==> src/rtl/pkt_page_mmu.sv <==
module pkt_page_mmu #(
  parameter int NUM_PAGES = 18,
  parameter int NUM_PKTS  = 8,
  parameter int MAX_EXTRA = 7
) (
  input  logic       clk,
  input  logic       rst_n,
  input  logic       cmd_valid,
  input  logic [2:0] cmd_op,
  input  logic [3:0] cmd_arg,
  input  logic [6:0] cmd_pkt,
  output logic       busy,
  output logic [7:0] alloc_result,
  output logic       alloc_irq,
  input  logic       alloc_ack,
  output logic [7:0] free_pages,
  input  logic       tx_done,
  input  logic       tx_ack,
  output logic       tx_irq,
  output logic [6:0] done_pkt,
  output logic       tx_empty,
  input  logic       rx_push,
  input  logic [6:0] rx_pkt,
  output logic       rx_empty,
  output logic [6:0] rx_head
);
  localparam int PW = $clog2(NUM_PKTS);
  localparam int QW = $clog2(NUM_PKTS + 1);
  localparam logic [2:0] OP_ALLOC = 3'd1, OP_CLR = 3'd2, OP_ENQ = 3'd3,
                         OP_FREE = 3'd4, OP_REL = 3'd5;

  logic          pend;
  logic [2:0]    p_op;
  logic [3:0]    p_arg;
  logic [6:0]    p_pkt;

  logic [NUM_PAGES-1:0] pg_used;
  logic [PW-1:0]        pg_own [NUM_PAGES];
  logic [NUM_PKTS-1:0]  pk_used;

  logic [PW-1:0] txq [NUM_PKTS];
  logic [PW-1:0] rxq [NUM_PKTS];
  logic [PW-1:0] tx_rd, tx_wr, rx_rd, rx_wr;
  logic [QW-1:0] tx_cnt, rx_cnt;

  function automatic logic [PW-1:0] nxt(input logic [PW-1:0] p);
    return (p == PW'(NUM_PKTS - 1)) ? '0 : p + 1'b1;
  endfunction

  wire is_alloc = pend && p_op == OP_ALLOC;
  wire is_clr   = pend && p_op == OP_CLR;
  wire is_enq   = pend && p_op == OP_ENQ;
  wire is_free  = pend && p_op == OP_FREE;
  wire is_rel   = pend && p_op == OP_REL;
  wire in_rng   = p_pkt < 7'(NUM_PKTS);

  wire [7:0] need_pg = {4'd0, p_arg} + 8'd1;
  wire [7:0] free_cnt = 8'($countones(~pg_used));

  logic [PW-1:0] slot;
  logic          slot_ok;
  always_comb begin
    slot = '0;
    slot_ok = 1'b0;
    for (int k = NUM_PKTS - 1; k >= 0; k--)
      if (!pk_used[k]) begin
        slot = PW'(k);
        slot_ok = 1'b1;
      end
  end

  wire alloc_ok = is_alloc && (p_arg <= 4'(MAX_EXTRA)) && slot_ok && (free_cnt >= need_pg);

  logic [NUM_PAGES-1:0] grab;
  always_comb begin
    logic [7:0] taken;
    taken = 8'd0;
    grab = '0;
    for (int p = 0; p < NUM_PAGES; p++)
      if (!pg_used[p] && taken < need_pg) begin
        grab[p] = 1'b1;
        taken = taken + 8'd1;
      end
  end

  wire           tx_pop  = tx_done && tx_cnt != '0 && !is_clr;
  wire           tx_push = is_enq && in_rng && tx_cnt != QW'(NUM_PKTS);
  wire           rx_pop  = is_rel && rx_cnt != '0;
  wire           rx_psh  = rx_push && rx_cnt != QW'(NUM_PKTS) && !is_clr;
  wire [PW-1:0]  victim  = is_free ? p_pkt[PW-1:0] : rxq[rx_rd];
  wire           do_free = (is_free && in_rng && pk_used[p_pkt[PW-1:0]]) || rx_pop;

  logic [NUM_PAGES-1:0] fmask;
  always_comb
    for (int p = 0; p < NUM_PAGES; p++)
      fmask[p] = do_free && pg_used[p] && pg_own[p] == victim;

  always_ff @(posedge clk or negedge rst_n)
    if (!rst_n) begin
      pend <= 1'b0;
      p_op <= '0;
      p_arg <= '0;
      p_pkt <= '0;
    end else begin
      pend <= cmd_valid && !pend;
      if (cmd_valid && !pend) begin
        p_op <= cmd_op;
        p_arg <= cmd_arg;
        p_pkt <= cmd_pkt;
      end
    end

  always_ff @(posedge clk or negedge rst_n)
    if (!rst_n) begin
      pg_used <= '0;
      pk_used <= '0;
    end else if (is_clr) begin
      pg_used <= '0;
      pk_used <= '0;
    end else begin
      pg_used <= (pg_used | (alloc_ok ? grab : '0)) & ~fmask;
      if (alloc_ok) pk_used[slot] <= 1'b1;
      if (do_free) pk_used[victim] <= 1'b0;
    end

  always_ff @(posedge clk)
    for (int p = 0; p < NUM_PAGES; p++)
      if (alloc_ok && grab[p]) pg_own[p] <= slot;

  always_ff @(posedge clk) begin
    if (tx_push) txq[tx_wr] <= p_pkt[PW-1:0];
    if (rx_psh) rxq[rx_wr] <= rx_pkt[PW-1:0];
  end

  always_ff @(posedge clk or negedge rst_n)
    if (!rst_n) begin
      tx_rd <= '0; tx_wr <= '0; tx_cnt <= '0;
      rx_rd <= '0; rx_wr <= '0; rx_cnt <= '0;
    end else if (is_clr) begin
      tx_rd <= '0; tx_wr <= '0; tx_cnt <= '0;
      rx_rd <= '0; rx_wr <= '0; rx_cnt <= '0;
    end else begin
      if (tx_pop) tx_rd <= nxt(tx_rd);
      if (tx_push) tx_wr <= nxt(tx_wr);
      tx_cnt <= tx_cnt + QW'(tx_push) - QW'(tx_pop);
      if (rx_pop) rx_rd <= nxt(rx_rd);
      if (rx_psh) rx_wr <= nxt(rx_wr);
      rx_cnt <= rx_cnt + QW'(rx_psh) - QW'(rx_pop);
    end

  always_ff @(posedge clk or negedge rst_n)
    if (!rst_n) begin
      alloc_result <= '0;
      alloc_irq <= 1'b0;
      tx_irq <= 1'b0;
      done_pkt <= '0;
    end else begin
      if (is_alloc) alloc_result <= alloc_ok ? {1'b0, 7'(slot)} : 8'h80;
      if (is_alloc) alloc_irq <= 1'b1;
      else if (alloc_ack) alloc_irq <= 1'b0;
      if (tx_pop) begin
        done_pkt <= 7'(txq[tx_rd]);
        tx_irq <= 1'b1;
      end else if (tx_ack) tx_irq <= 1'b0;
    end

  assign busy       = pend;
  assign free_pages = free_cnt;
  assign tx_empty   = tx_cnt == '0;
  assign rx_empty   = rx_cnt == '0;
  assign rx_head    = 7'(rxq[rx_rd]);

  p_busy_one_r1: assert property (@(posedge clk) disable iff (!rst_n) busy |=> !busy);
  p_fail_code_r4: assert property (@(posedge clk) disable iff (!rst_n)
    alloc_result[7] |-> alloc_result[6:0] == 7'd0);
  p_grant_pages_r3: assert property (@(posedge clk) disable iff (!rst_n)
    $rose(alloc_irq) && !alloc_result[7] |-> free_pages < $past(free_pages));
  p_airq_hold_r5: assert property (@(posedge clk) disable iff (!rst_n)
    alloc_irq && !alloc_ack |=> alloc_irq);
  p_tirq_hold_r7: assert property (@(posedge clk) disable iff (!rst_n)
    tx_irq && !tx_ack |=> tx_irq);
  p_clear_all_r9: assert property (@(posedge clk) disable iff (!rst_n)
    busy && p_op == OP_CLR |=> free_pages == 8'(NUM_PAGES) && tx_empty && rx_empty);
endmodule

==> config.mk <==
export PLATFORM = sky130hd
export DESIGN_NAME = pkt_page_mmu
export DESIGN_NICKNAME = d
export VERILOG_FILES = /design/src/rtl/pkt_page_mmu.sv
export SDC_FILE = /design/constraint.sdc
export NUM_CORES = 1
export LEC_CHECK = 0
export BUFFER_PORTS_ARGS = -buffer_cell sky130_fd_sc_hd__buf_2
export CAP_MARGIN = 0
export CORE_MARGIN = 2
export CORE_UTILIZATION = 30
export CTS_CLUSTER_SIZE = 16
export DETAILED_ROUTE_END_ITERATION = 10
export GPL_ROUTABILITY_DRIVEN = 0
export SLEW_MARGIN = 20
export SYNTH_ARGS = -nofsm -noshare
export SYNTH_HDL_FRONTEND = slang
export SYNTH_SLANG_ARGS = --single-unit
export TNS_END_PERCENT = 1
==> constraint.sdc <==
create_clock -name clk -period 79.2 [get_ports clk]
set_clock_uncertainty 0.1 [all_clocks]
set_input_delay 11.88 -clock clk [delete_from_list [all_inputs] [get_ports clk]]
set_output_delay 11.88 -clock clk [all_outputs]
set_load 0.02 [all_outputs]
* Word level (Yosys, flattened, before mapping) *
Memory sizes are Yosys's and may differ from the RTL's. A register that Yosys moved wholly into a read port is not among the register bits.
Cells that the tools add are included.

storage, ports and cells
  bits in read-only memories = 0
  input bits = 28
  bits in writable memories = 102
  register bits = 71
  latch bits = 0
  memories kept = 3

memory list
  name    words  bits a word  read ports  clocked after memory_dff  write ports  line  source
  pg_own  18     3            18          0                         18           38    logic [PW-1:0] pg_own [NUM_PAGES];
  rxq     8      3            1           0                         1            42    logic [PW-1:0] rxq [NUM_PKTS];
  txq     8      3            1           1                         1            41    logic [PW-1:0] txq [NUM_PKTS];

cells by class
  div/mod/pow operators = 0
  $add $sub $neg = 42
  magnitude comparators = 26
  multiply operators = 0
  mux-type cells = 123
  shift operators = 0
  bitwise gates (word level) = 7
  equality and inequality tests = 29
  reductions and logical operators = 124

operator list
  operator               number
  $mux W8                21
  $lt A8 B5 Y1           17
  $add A8 B1 Y8 const B  16
  $logic_and A1 B1 Y1    92
  $mux W1                74
  $mux W3                21
  $eq A3 B3 Y1           18
  $mux W18               2
  $not A18 Y18           2
  $logic_not A1 Y1       21
  $add A1 B1 Y2          9
  $and A18 B18 Y18       1
  $eq A3 B3 Y1 const B   6
  $or A18 B18 Y18        1
  $add A2 B2 Y3          4
  $add A3 B1 Y3 const B  4
  $lt A3 B4 Y1 const B   3
  $reduce_bool A2 Y1     6
  $add A3 B3 Y4          2
  $add A4 B1 Y4          2
  $and A8 B8 Y8          1
  $logic_not A4 Y1       2
  $mux W4                2
  $ne A4 B4 Y1 const B   2
  17 further kinds       22

* Logic depth before layout (Yosys ltp) *
Gate-level depths: netlist (run 1).

  depth after elaboration = 59
  mapped depth = 139
  gate-level depth less buffers = 137

* Least setup slack after synthesis (run 1) *
No wires, ideal clock.

  path kind = flip-flop to flip-flop
  from = register p_arg[0]
  to = memory pg_own[17][0] (netlist name), enable pin
  arrival = 26.680 ns
  slack = 52.101 ns
  cell stages (with the launch flop) = 127
  period minus slack after synthesis = 27.099 ns
  data required time = 78.781 ns
  cells stage by stage = dfrtp_1 > ha_1 > or2_1 > o21a_4 > nor3_1 > nand2_1 > nand2_1 > inv_1 > ha_1 > ha_1 > nor2_1 > nor3_2 > a21o_1 > mux2i_1 > ha_1 > nor2_1 > nand3_1 > a2111oi_0 > [... 91 more ...] > o211a_2 > xor2_1 > ha_1 > a21oi_1 > nor2b_1 > or4_1 > a31o_1 > a21oi_4 > nand2_1 > xnor2_1 > ha_1 > a21oi_1 > nor2b_1 > o21ai_0 > nand3_1 > nor3_1 > a21bo_1 > nor2_1

RTL lines
  what                    line  source
  from (decl)             34    logic [3:0] p_arg;
  from (signal assigned)  108   p_arg <= cmd_arg;
  to (decl)               38

==> results of run 1 <==
-- per-layer routing --
metal  global-route usage  part of all wire  vias up
met2                0.248              0.49      202
met3               0.0187             0.038       29
met5                    0                 0        -
li1                     -                 -     4876
met1                0.186              0.46     4892
met4               0.0434             0.016        0
-- placed cells by master (no fill, tap or decap), types with 8 or more instances in the layout --
cell         n
mux4_2      14
a21o_1      27
buf_4       13
nor2b_1     15
fa_1        14
nor3_1      50
xor2_1      23
nor2_1      91
and3_1      14
o21a_1      18
conb_1      17
o41ai_1     14
buf_2       42
nor4_1       8
ha_1       107
and4_1       9
a31oi_1     18
nand4_1     20
mux2i_1     18
o31ai_1      9
mux2_2      30
xnor2_1     58
and2_1      13
inv_1       80
a211oi_1    13
a21oi_1     61
or3_1        8
nand3_1     25
o21ai_1     12
o21ai_0     47
nand2b_1    11
edfxtp_1   102
dfrtp_1     70
clkbuf_16   17
nand2_1     83
-- cell type report --
| cell class | count | area share |
|---|---|---|
| flip-flops and latches | 172 | 0.329 |
| well taps | 585 | 0.0501 |
| repair buffers | 57 | 0.0240 |
| clock inverters | 15 | 0.00933 |
| multi-input cells | 998 | 0.536 |
| clock buffers | 17 | 0.0291 |
| inverters | 87 | 0.0226 |
-- worst paths after layout --
kind                                    to  slack, ns
max                          pg_own[17][1]      46.01
min                        alloc_result[0]       0.38
max reg2reg                  pg_own[17][1]      46.01
min reg2reg                alloc_result[0]       0.38
max in group asynchronous       pg_used[1]      66.88
min in group asynchronous      done_pkt[0]      11.50
-- flip-flops by register name, summed over array words and instances (netlist names), 4 cells and up --
register      count
pk_used           8
txq              24
rxq              24
pg_own           54
p_arg             4
p_pkt             7
rx_cnt            4
tx_cnt            4
alloc_result      4
pg_used          18
-- stage by stage --
step	worst slack [ns]	cell area, um2	utilization	hold slack (ns)
floorplan	52.10	13200	-	0.381
global placement	47.18	14000	0.325	0.363
detailed placement	46.62	14000	0.325	0.362
CTS	46.46	14600	0.338	0.381
global route	43.37	14600	0.339	0.407
finish	46.01	14600	0.339	0.376
-- kinds of logic after synthesis --
kind of cell	Yosys count	share of synthesized area
and+or+nand+nor	392	0.155
muxes	68	0.0690
buffers and inverters	138	0.0450
adders and majority gates	121	0.123
other	1	0.000286
DFF	172	0.367
AOI/OAI and AO/OA	309	0.170
xor gates and xnor gates	91	0.0695
-- worst max-delay path, delay by kind of cell (launching register included) --
family	cells	cell delay [ns]
DFF	1	0.32
xor gates and xnor gates	10	3.47
and+or+nand+nor	37	7.97
buffers and inverters	7	0.86
AOI/OAI and AO/OA	51	13.44
muxes	3	1.20
adders and majority gates	18	5.45
==> metrics.md, run 1 <==
| Metric | Value |
|---|---|
| Fin cells | `slightly below 2000` |
| Standard-cell rows | `76` |
| Slowest CP cell | `a211oi_1` |
| DR vias | `~10000` |
| Commonest cells post-synth | `ha_1, edfxtp_1, nor2_1, nand2_1, inv_1` |
| Initial antenna violation count | `0` |
| HPWL after detailed placement | `about 24000 um` |
| Sink Count | `172` |
| Post-CTS Setup Repair Bufs | `0` |
| Die Span X | `~210 um` |
| Crit path kind | `reg -> reg` |
| CP endpoint kind | `flop` |
| DRT iter0 DRCs | `634` |
| Port Buffers | `43` |
| Setup crit start | `p_arg[0]` |
| Ys flop type | `edfxtp_1` |
| Fin crit period | `between 30 and 40 ns` |
| Most frequent CP cell | `ha_1` |
| Worst Hold Launch | `alloc_result[0]` |
| Post-DRT Antenna Nets | `0` |
| Starting Density | `0.304` |
| Critical path required time | `roughly 79 ns` |
| Inserted Diodes | `0` |
| TritonCTS clock tree | `built` |
| Top-count cell post-synth | `ha_1` |
| DIE HEIGHT | `approximately 210 um` |
| Max Slew Vio Count | `0` |
| Core outline area | `~43000 um2` |
| Inst Count DP | `roughly 1900` |
| Layout cells sized above 1 | `0.140` |
| Clock Latency Late Sink | `0.43 ns` |
| Critical Path AT | `33.20 ns` |
| Total CTS buffers | `17` |
| H-tree levels | `4` |
| Least-Margin Pin Slew | `1.18 ns` |
| RR Startpoint | `p_arg[0]` |
| Final WL | `about 32000 um` |
| Final nets | `1482` |
| Area Growth Syn to Fin | `11.5%` |
| Number of synthesized flops with an enable pin | `102` |
| Area share of the largest cell type after synthesis | `0.234` |
| Final Setup Violations | `0` |
| FF-to-FF path depth | `between 100 and 150` |
| Hold Buf Count CTS | `0` |
| Gr ovfl total | `0` |
| Area of the multi-input gates | `between 7000 and 8000 um2` |
| Setup TNS | `0 ns` |
| Max frequency | `between 0.03 and 0.04 GHz` |
| Fin. Hold Viols | `0` |
| Post-CTS Resized | `0` |
| First-pass GRT wire length | `between 50000 and 60000 um` |
| Register Area | `about 4800 um2` |
| Largest net degree at the start of global routing | `slightly above 70` |
| CTS root buffer | `clkbuf_16` |
| First drt pass iteration count | `7` |
| Avg WL per Cell | `about 17 um` |
| Seq/Total Area, Yosys | `0.367` |
| Async SR Flop Fraction | `0.407` |
| Syn_area_per_cell | `a little over 10 um2` |
| Fillers | `roughly 4300` |
| Leading post-synthesis cells by cell area | `edfxtp_1, dfrtp_1, ha_1, xnor2_1, nor2_1` |
| CP peak stage delay | `around 0.7 ns` |
| Max-Cap Viols | `0` |
| Ports | `63` |
| Synthesized cell area | `roughly 13000 um2` |
| Area leader, netlist | `edfxtp_1` |
| DIE AREA | `45400 um2` |
| Vias in the first global route | `slightly below 10000` |
| Worst hold path class | `reg -> reg` |
| Hold Crit Depth | `1` |
| DR vias/cell | `about 5.2` |
| FF+latch count, synth | `between 150 and 200` |
| Critical Path Fanout Max | `24` |
| Clock buffer depth | `2` |
| Startpoint types | `flop` |
| GRT Total Usage | `0.143` |
| Distinct cell type count after synthesis | `between 100 and 150` |
| Status | `completed` |
| Worst rel slew slack | `0.205` |
| Unrepaired setup endpoints after global routing | `false` |
| Yosys warning total | `0` |
| Final worst-path cycle share | `0.419` |
| CTS clk-pin slew, worst paths | `roughly 0.070 ns` |
| Syn Inst Count | `between 1000 and 1500` |
| DRC | `0` |
Power of run 1 is left out: the tool's default activity adds up to more than one toggle a clock period on the data nets, which glitch-free logic cannot reach.
==> inputs of run 2 (changes only) <==
--- a/config.mk
+++ b/config.mk
@@ -5,6 +5,7 @@
 export SDC_FILE = /design/constraint.sdc
 export NUM_CORES = 1
 export LEC_CHECK = 0
+export ABC_AREA = 1
 export BUFFER_PORTS_ARGS = -buffer_cell sky130_fd_sc_hd__buf_2
 export CAP_MARGIN = 0
 export CORE_MARGIN = 2
==> constraint.sdc (replaced) <==
create_clock -name clk -period 27.9 [get_ports clk]
set_clock_uncertainty 0.1 [all_clocks]
set_input_delay 4.185 -clock clk [delete_from_list [all_inputs] [get_ports clk]]
set_output_delay 4.185 -clock clk [all_outputs]
set_load 0.02 [all_outputs]
==> metrics.md, run 2 <==
| Metric | Value |
|---|---|
| Status | `completed` |
| Post-DRT Antenna Nets | `0` |
| Ys flop type | `edfxtp_1` |
| Largest family of logic cells by synthesized area | `simple AND/OR/NAND/NOR gates` |
| Starting Density | `0.306` |
| Final hold slack | `roughly 0.38 ns` |
| FF+latch count, synth | `around 170` |
| Buffers plus inverters on the worst setup path | `20` |
| CP endpoint kind | `flop` |
| Post-Route M1 WL | `around 12000 um` |
| HPWL after detailed placement | `between 15000 and 20000 um` |
| Yosys warning total | `0` |
| Largest net degree at the start of global routing | `71` |
| Clock Latency Late Sink | `roughly 0.44 ns` |
| Final nets | `roughly 1500` |
| Most frequent CP cell | `nand2_1` |
| Top-count cell post-synth | `nand2_1` |
| Number of synthesized flops with an enable pin | `approximately 100` |
| Max reg flops | `54` |
| Port Buffers | `43` |
| Largest reg by FF count | `pg_own` |
| Async SR Flop Fraction | `0.407` |
| Setup TNS | `0 ns` |
| Commonest non-fill, non-tap cell in the layout | `nand2_1` |
| Leading post-synthesis cells by cell area | `edfxtp_1, dfrtp_1, ha_1, nand2_1, inv_1` |
| CTS root buffer | `clkbuf_16` |
| Initial antenna violation count | `0` |
| Sink Count | `~170` |
| Top Registers | `pg_own x54, rxq x24, txq x24` |
| Least-Margin Pin Slew | `0.997 ns` |
| Worst hold path class | `reg -> reg` |
| Synthesized cell area | `approximately 12000 um2` |
| Gr ovfl total | `0` |
| Post-CTS Setup Repair Bufs | `0` |
| Ports | `63` |
| CTS clk-pin slew, worst paths | `around 0.070 ns` |
| Wire length on met3 | `between 900 and 1000 um` |
| Max Slew Vio Count | `0` |
| Commonest cells post-synth | `nand2_1, inv_1, nor2_1, ha_1, edfxtp_1` |
| Post-CTS Resized | `0` |
| Vias in the first global route | `just under 9000` |
| DIE AREA | `40100 um2` |
| DR vias | `around 8900` |
| Die Span X | `200 um` |
| DIE HEIGHT | `between 200 and 250 um` |
| Clock buffer depth | `2` |
| Seq/Total Area, Yosys | `0.417` |
| H-tree levels | `4` |
| Most frequent cells in the layout | `nand2_1, inv_1, nor2_1` |
| DR vias/cell | `approximately 4.7` |
| Uppermost layer routed | `met4` |
| First-pass GRT wire length | `about 45000 um` |
| Post-synthesis xor/xnor area fraction | `0.0443` |
| Critical path required time | `27.93 ns` |
| Family with the most delay on the worst path | `simple AND/OR/NAND/NOR gates` |
| Syn Inst Count | `around 1300` |
| Fin. Hold Viols | `0` |
| Compound-Gate Fraction of Synth Area | `0.109` |
| Syn_area_per_cell | `~8.8 um2` |
| Final Setup Violations | `0` |
| Fin crit period | `between 20 and 25 ns` |
| Area Growth Syn to Fin | `11.9%` |
| Core outline area | `37800 um2` |
| Unrepaired setup endpoints after global routing | `false` |
| Max-Cap Viols | `0` |
| Synth Area in Adders | `0.140` |
| Critical Path Fanout Max | `8` |
| Met2 wire len | `~13000 um` |
| Slowest CP cell | `dfrtp_1` |
| Simple-gate share of the synthesized area | `0.197` |
| Crit path kind | `reg -> reg` |
| Total CTS buffers | `17` |
| Final WL | `around 27000 um` |
| DRC | `0` |
| Layout cells sized above 1 | `0.126` |
| Inserted Diodes | `0` |
| DRT iter0 DRCs | `between 400 and 500` |
| Worst rel slew slack | `0.334` |
| Post-synthesis mux area share | `0.00747` |
| Area leader, netlist | `edfxtp_1` |
| First drt pass iteration count | `6` |
| Hold Buf Count CTS | `0` |
| Avg WL per Cell | `14.2 um` |
| GRT Total Usage | `0.136` |
| Final worst-path cycle share | `0.758` |
| Max frequency | `about 0.047 GHz` |
| Distinct cell type count after synthesis | `between 50 and 60` |
| Startpoint types | `flop` |
| Standard-cell rows | `slightly above 70` |
| CP peak stage delay | `roughly 0.5 ns` |
| Critical Path AT | `21.18 ns` |
| TritonCTS clock tree | `built` |
| Area share of the largest cell type after synthesis | `0.265` |
==> run 2: cell types whose count changed in the layout (fill, tap and decap cells not counted), moves of 24 or more <==
cell,before,now
nand3_1,25,63
inv_1,80,191
nand2_2,2,26
nand2_1,83,231
mux2_2,30,4
xnor2_1,58,22
nor3_1,50,16
a21o_1,27,2
==> run 2: routing by layer <==
metal	GRT usage	up-vias
met5	0	-
met4	0.0384	0
met3	0.0163	23
met2	0.239	175
met1	0.176	4235
li1	-	4438
==> run 2: path summary, 6_finish.rpt <==
| path | from | endpoint | slack, ns | cells past startpoint |
|---|---|---|---|---|
| max in group asynchronous | rst_n | pg_used[17] | 23.28 | 1 |
| hold reg to reg | done_pkt[0] | done_pkt[0] | 0.38 | 2 |
| setup / recovery | p_arg[0] | pg_own[17][0] | 6.75 | 133 |
| setup reg to reg | p_arg[0] | pg_own[17][0] | 6.75 | 133 |
| hold / removal | done_pkt[0] | done_pkt[0] | 0.38 | 2 |
| min in group asynchronous | rst_n | done_pkt[0] | 3.80 | 1 |
==> run 2: area by class of cell <==
type | instances | area [um2]
flip-flops and latches | 172 | 4810
clock inverters | 14 | 158
repair buffers | 51 | 278
inverters | 207 | 777
multi-input cells | 906 | 5830
fillers | 3831 | 24800
clock buffers | 18 | 429
well taps | 511 | 639
==> run 2: cell families after synthesis <==
kind of cell	Yosys count
AO/OA/AOI/OAI	206
XOR/XNOR	55
adder cells (fa/ha/maj)	121
buffers and inverters	245
flip-flops	172
multiplexers	8
other	1
AND/OR/NAND/NOR	499
==> run 2: metrics by stage <==
stage,cell area (um2),setup slack (ns),instances,util
after detailed placement,12300,6.97,1847,0.327
after global placement,12300,7.39,1847,0.327
after global routing,12900,4.49,1879,0.342
after CTS,12900,6.83,1879,0.342
final,12900,6.75,1879,0.342
after floorplan,11600,9.70,1323,-
==> run 2: worst register-to-register path, delay by kind of cell (launching register included) <==
family | cells | cell delay, ns
flip-flops | 1 | 0.51
XOR/XNOR | 14 | 3.61
AND/OR/NAND/NOR | 72 | 8.16
adder cells (fa/ha/maj) | 18 | 4.70
AO/OA/AOI/OAI | 9 | 1.97
buffers and inverters | 20 | 1.79
Power of run 2 is left out for the same reason.
==> inputs of run 3 (changes only) <==
==> constraint.sdc (replaced) <==
create_clock -name clk -period 22.1 [get_ports clk]
set_clock_uncertainty 0.1 [all_clocks]
set_input_delay 3.315 -clock clk [delete_from_list [all_inputs] [get_ports clk]]
set_output_delay 3.315 -clock clk [all_outputs]
set_load 0.02 [all_outputs]
==> metrics.md, run 3 (synthesized netlist as in run 2, its figures left out) <==
| Metric | Value |
|---|---|
| Ports | `63` |
| Uppermost layer routed | `met4` |
| Port Buffers | `43` |
| Sink Count | `about 170` |
| Area Growth Syn to Fin | `13.4%` |
| Slowest CP cell | `dfrtp_2` |
| DIE AREA | `40100 um2` |
| Critical Path Fanout Max | `8` |
| Clock Latency Late Sink | `0.44 ns` |
| Standard-cell rows | `71` |
| Crit path kind | `reg -> reg` |
| Worst Hold Launch | `p_pkt[3]` |
| Hold EP | `p_pkt[3]` |
| First drt pass iteration count | `5` |
| DRT iter0 DRCs | `430` |
| Status | `completed` |
| Die Span X | `approximately 200 um` |
| CTS clk-pin slew, worst paths | `about 0.080 ns` |
| Vias in the first global route | `slightly below 9000` |
| Max reg flops | `54` |
| Initial antenna violation count | `1` |
| HPWL after detailed placement | `a little under 20000 um` |
| Fillers | `roughly 3800` |
| TritonCTS clock tree | `built` |
| Setup TNS | `0 ns` |
| First-pass GRT wire length | `~45000 um` |
| DR vias/cell | `~4.7` |
| Fin. Hold Viols | `0` |
| Layout cells sized above 1 | `0.138` |
| Post-DRT Antenna Nets | `0` |
| Register Area | `4820 um2` |
| Starting Density | `0.306` |
| Total CTS buffers | `17` |
| DIE HEIGHT | `200 um` |
| CP peak stage delay | `around 0.49 ns` |
| Startpoint types | `flop` |
| Final Setup Violations | `0` |
| Post-Route M1 WL | `between 10000 and 15000 um` |
| Met2 wire len | `around 13000 um` |
| Wire length on met3 | `about 800 um` |
| Commonest non-fill, non-tap cell in the layout | `nand2_1` |
| Max-Cap Viols | `0` |
| Worst rel slew slack | `0.324` |
| FF-to-FF path depth | `~150` |
| Critical Path AT | `between 20 and 25 ns` |
| R2r setup slk | `2.07 ns` |
| Largest net degree at the start of global routing | `slightly above 70` |
| Final nets | `~1500` |
| Top Registers | `pg_own x54, rxq x24, txq x24` |
| Clock buffer depth | `2` |
| Avg WL per Cell | `~14 um` |
| Largest reg by FF count | `pg_own` |
| DRC | `0` |
| GRT Total Usage | `0.136` |
| CP endpoint kind | `flop` |
| H-tree levels | `4` |
| Fin crit period | `between 20 and 25 ns` |
| CTS root buffer | `clkbuf_16` |
| Max Slew Vio Count | `0` |
| Fin cells | `between 1500 and 2000` |
| Core outline area | `37800 um2` |
| Hold Crit Depth | `2` |
| Inst Count DP | `around 1800` |
| Inserted Diodes | `0` |
| Most frequent cells in the layout | `nand2_1, inv_1, nor2_1` |
| Worst hold path class | `reg -> reg` |
| Worst reg2reg path endpoint | `pg_own[17][1]` |
| RR Startpoint | `p_arg[0]` |
| Final worst-path cycle share | `0.906` |
| Max frequency | `approximately 0.050 GHz` |
| DR vias | `~9000` |
| Final WL | `~27000 um` |
| Least-Margin Pin Slew | `about 1.0 ns` |
| Critical path required time | `around 22 ns` |
| Area of the multi-input gates | `around 6000 um2` |
| Gr ovfl total | `0` |
| Most frequent CP cell | `nand2_1` |
-- run 3: changes by cell type in the layout (fill, tap and decap cells not counted), sizes merged --
cell	previous run	this run
buf	51	55
clkinv	3	8
inv	212	213
clkinvlp	5	0
clkbuf	18	17
-- run 3: area by class of cell --
cell class                 count  area share
multi-input combinational    906       0.452
sequential                   172       0.367
inverter                     207      0.0593
tap                          511      0.0488
clock buffer                  17      0.0325
timing repair buffer          55      0.0238
clock inverter                15      0.0162
-- run 3: layer usage --
layer / global-route usage / up-vias
li1: - / 4436
met1: 0.177 / 4233
met2: 0.238 / 140
met3: 0.0163 / 24
met4: 0.0362 / 0
met5: 0 / -
-- run 3: worst max-delay path by stage --
stage,startpoint,end,slack [ns],cells after the start
floorplan,p_arg[0],pg_own[17][0],3.90,137
global placement,p_arg[0],pg_own[17][0],1.59,138
detailed placement,p_arg[0],pg_own[17][0],1.15,135
CTS,p_arg[0],pg_own[17][1],1.01,137
global route,p_arg[0],pg_own[17][1],-0.05,148
finish,p_arg[0],pg_own[17][1],2.07,146
-- run 3: stage by stage --
step	worst slack, ns	utilization	area, um2	hold slack [ns]
3_3_place_gp	1.59	0.327	12300	0.359
4_1_cts	1.01	0.344	13000	0.379
5_1_grt	-0.0459	0.347	13100	0.398
2_1_floorplan	3.90	-	11600	0.340
6_report	2.07	0.347	13100	0.374
3_5_place_dp	1.15	0.327	12300	0.358
-- run 3: what timing repair did --
| action | in CTS | in global routing |
|---|---|---|
| gates resized for setup | 0 | 19 |
| endpoints found under the setup margin | 0 | 8 |
| hold buffers | 0 | 0 |
| buffers inserted | 0 | 4 |
| endpoints found under the hold margin | 0 | 0 |
-- run 3: critical path: cells and delay by family (launching register included) --
| family | cells | cell delay, ns |
|---|---|---|
| AO/OA/AOI/OAI | 7 | 1.05 |
| XOR/XNOR | 13 | 2.99 |
| adder cells (fa/ha/maj) | 18 | 4.73 |
| buffers and inverters | 24 | 1.91 |
| flip-flops | 1 | 0.49 |
| AND/OR/NAND/NOR | 84 | 8.35 |
Power of run 3 is left out for the same reason.
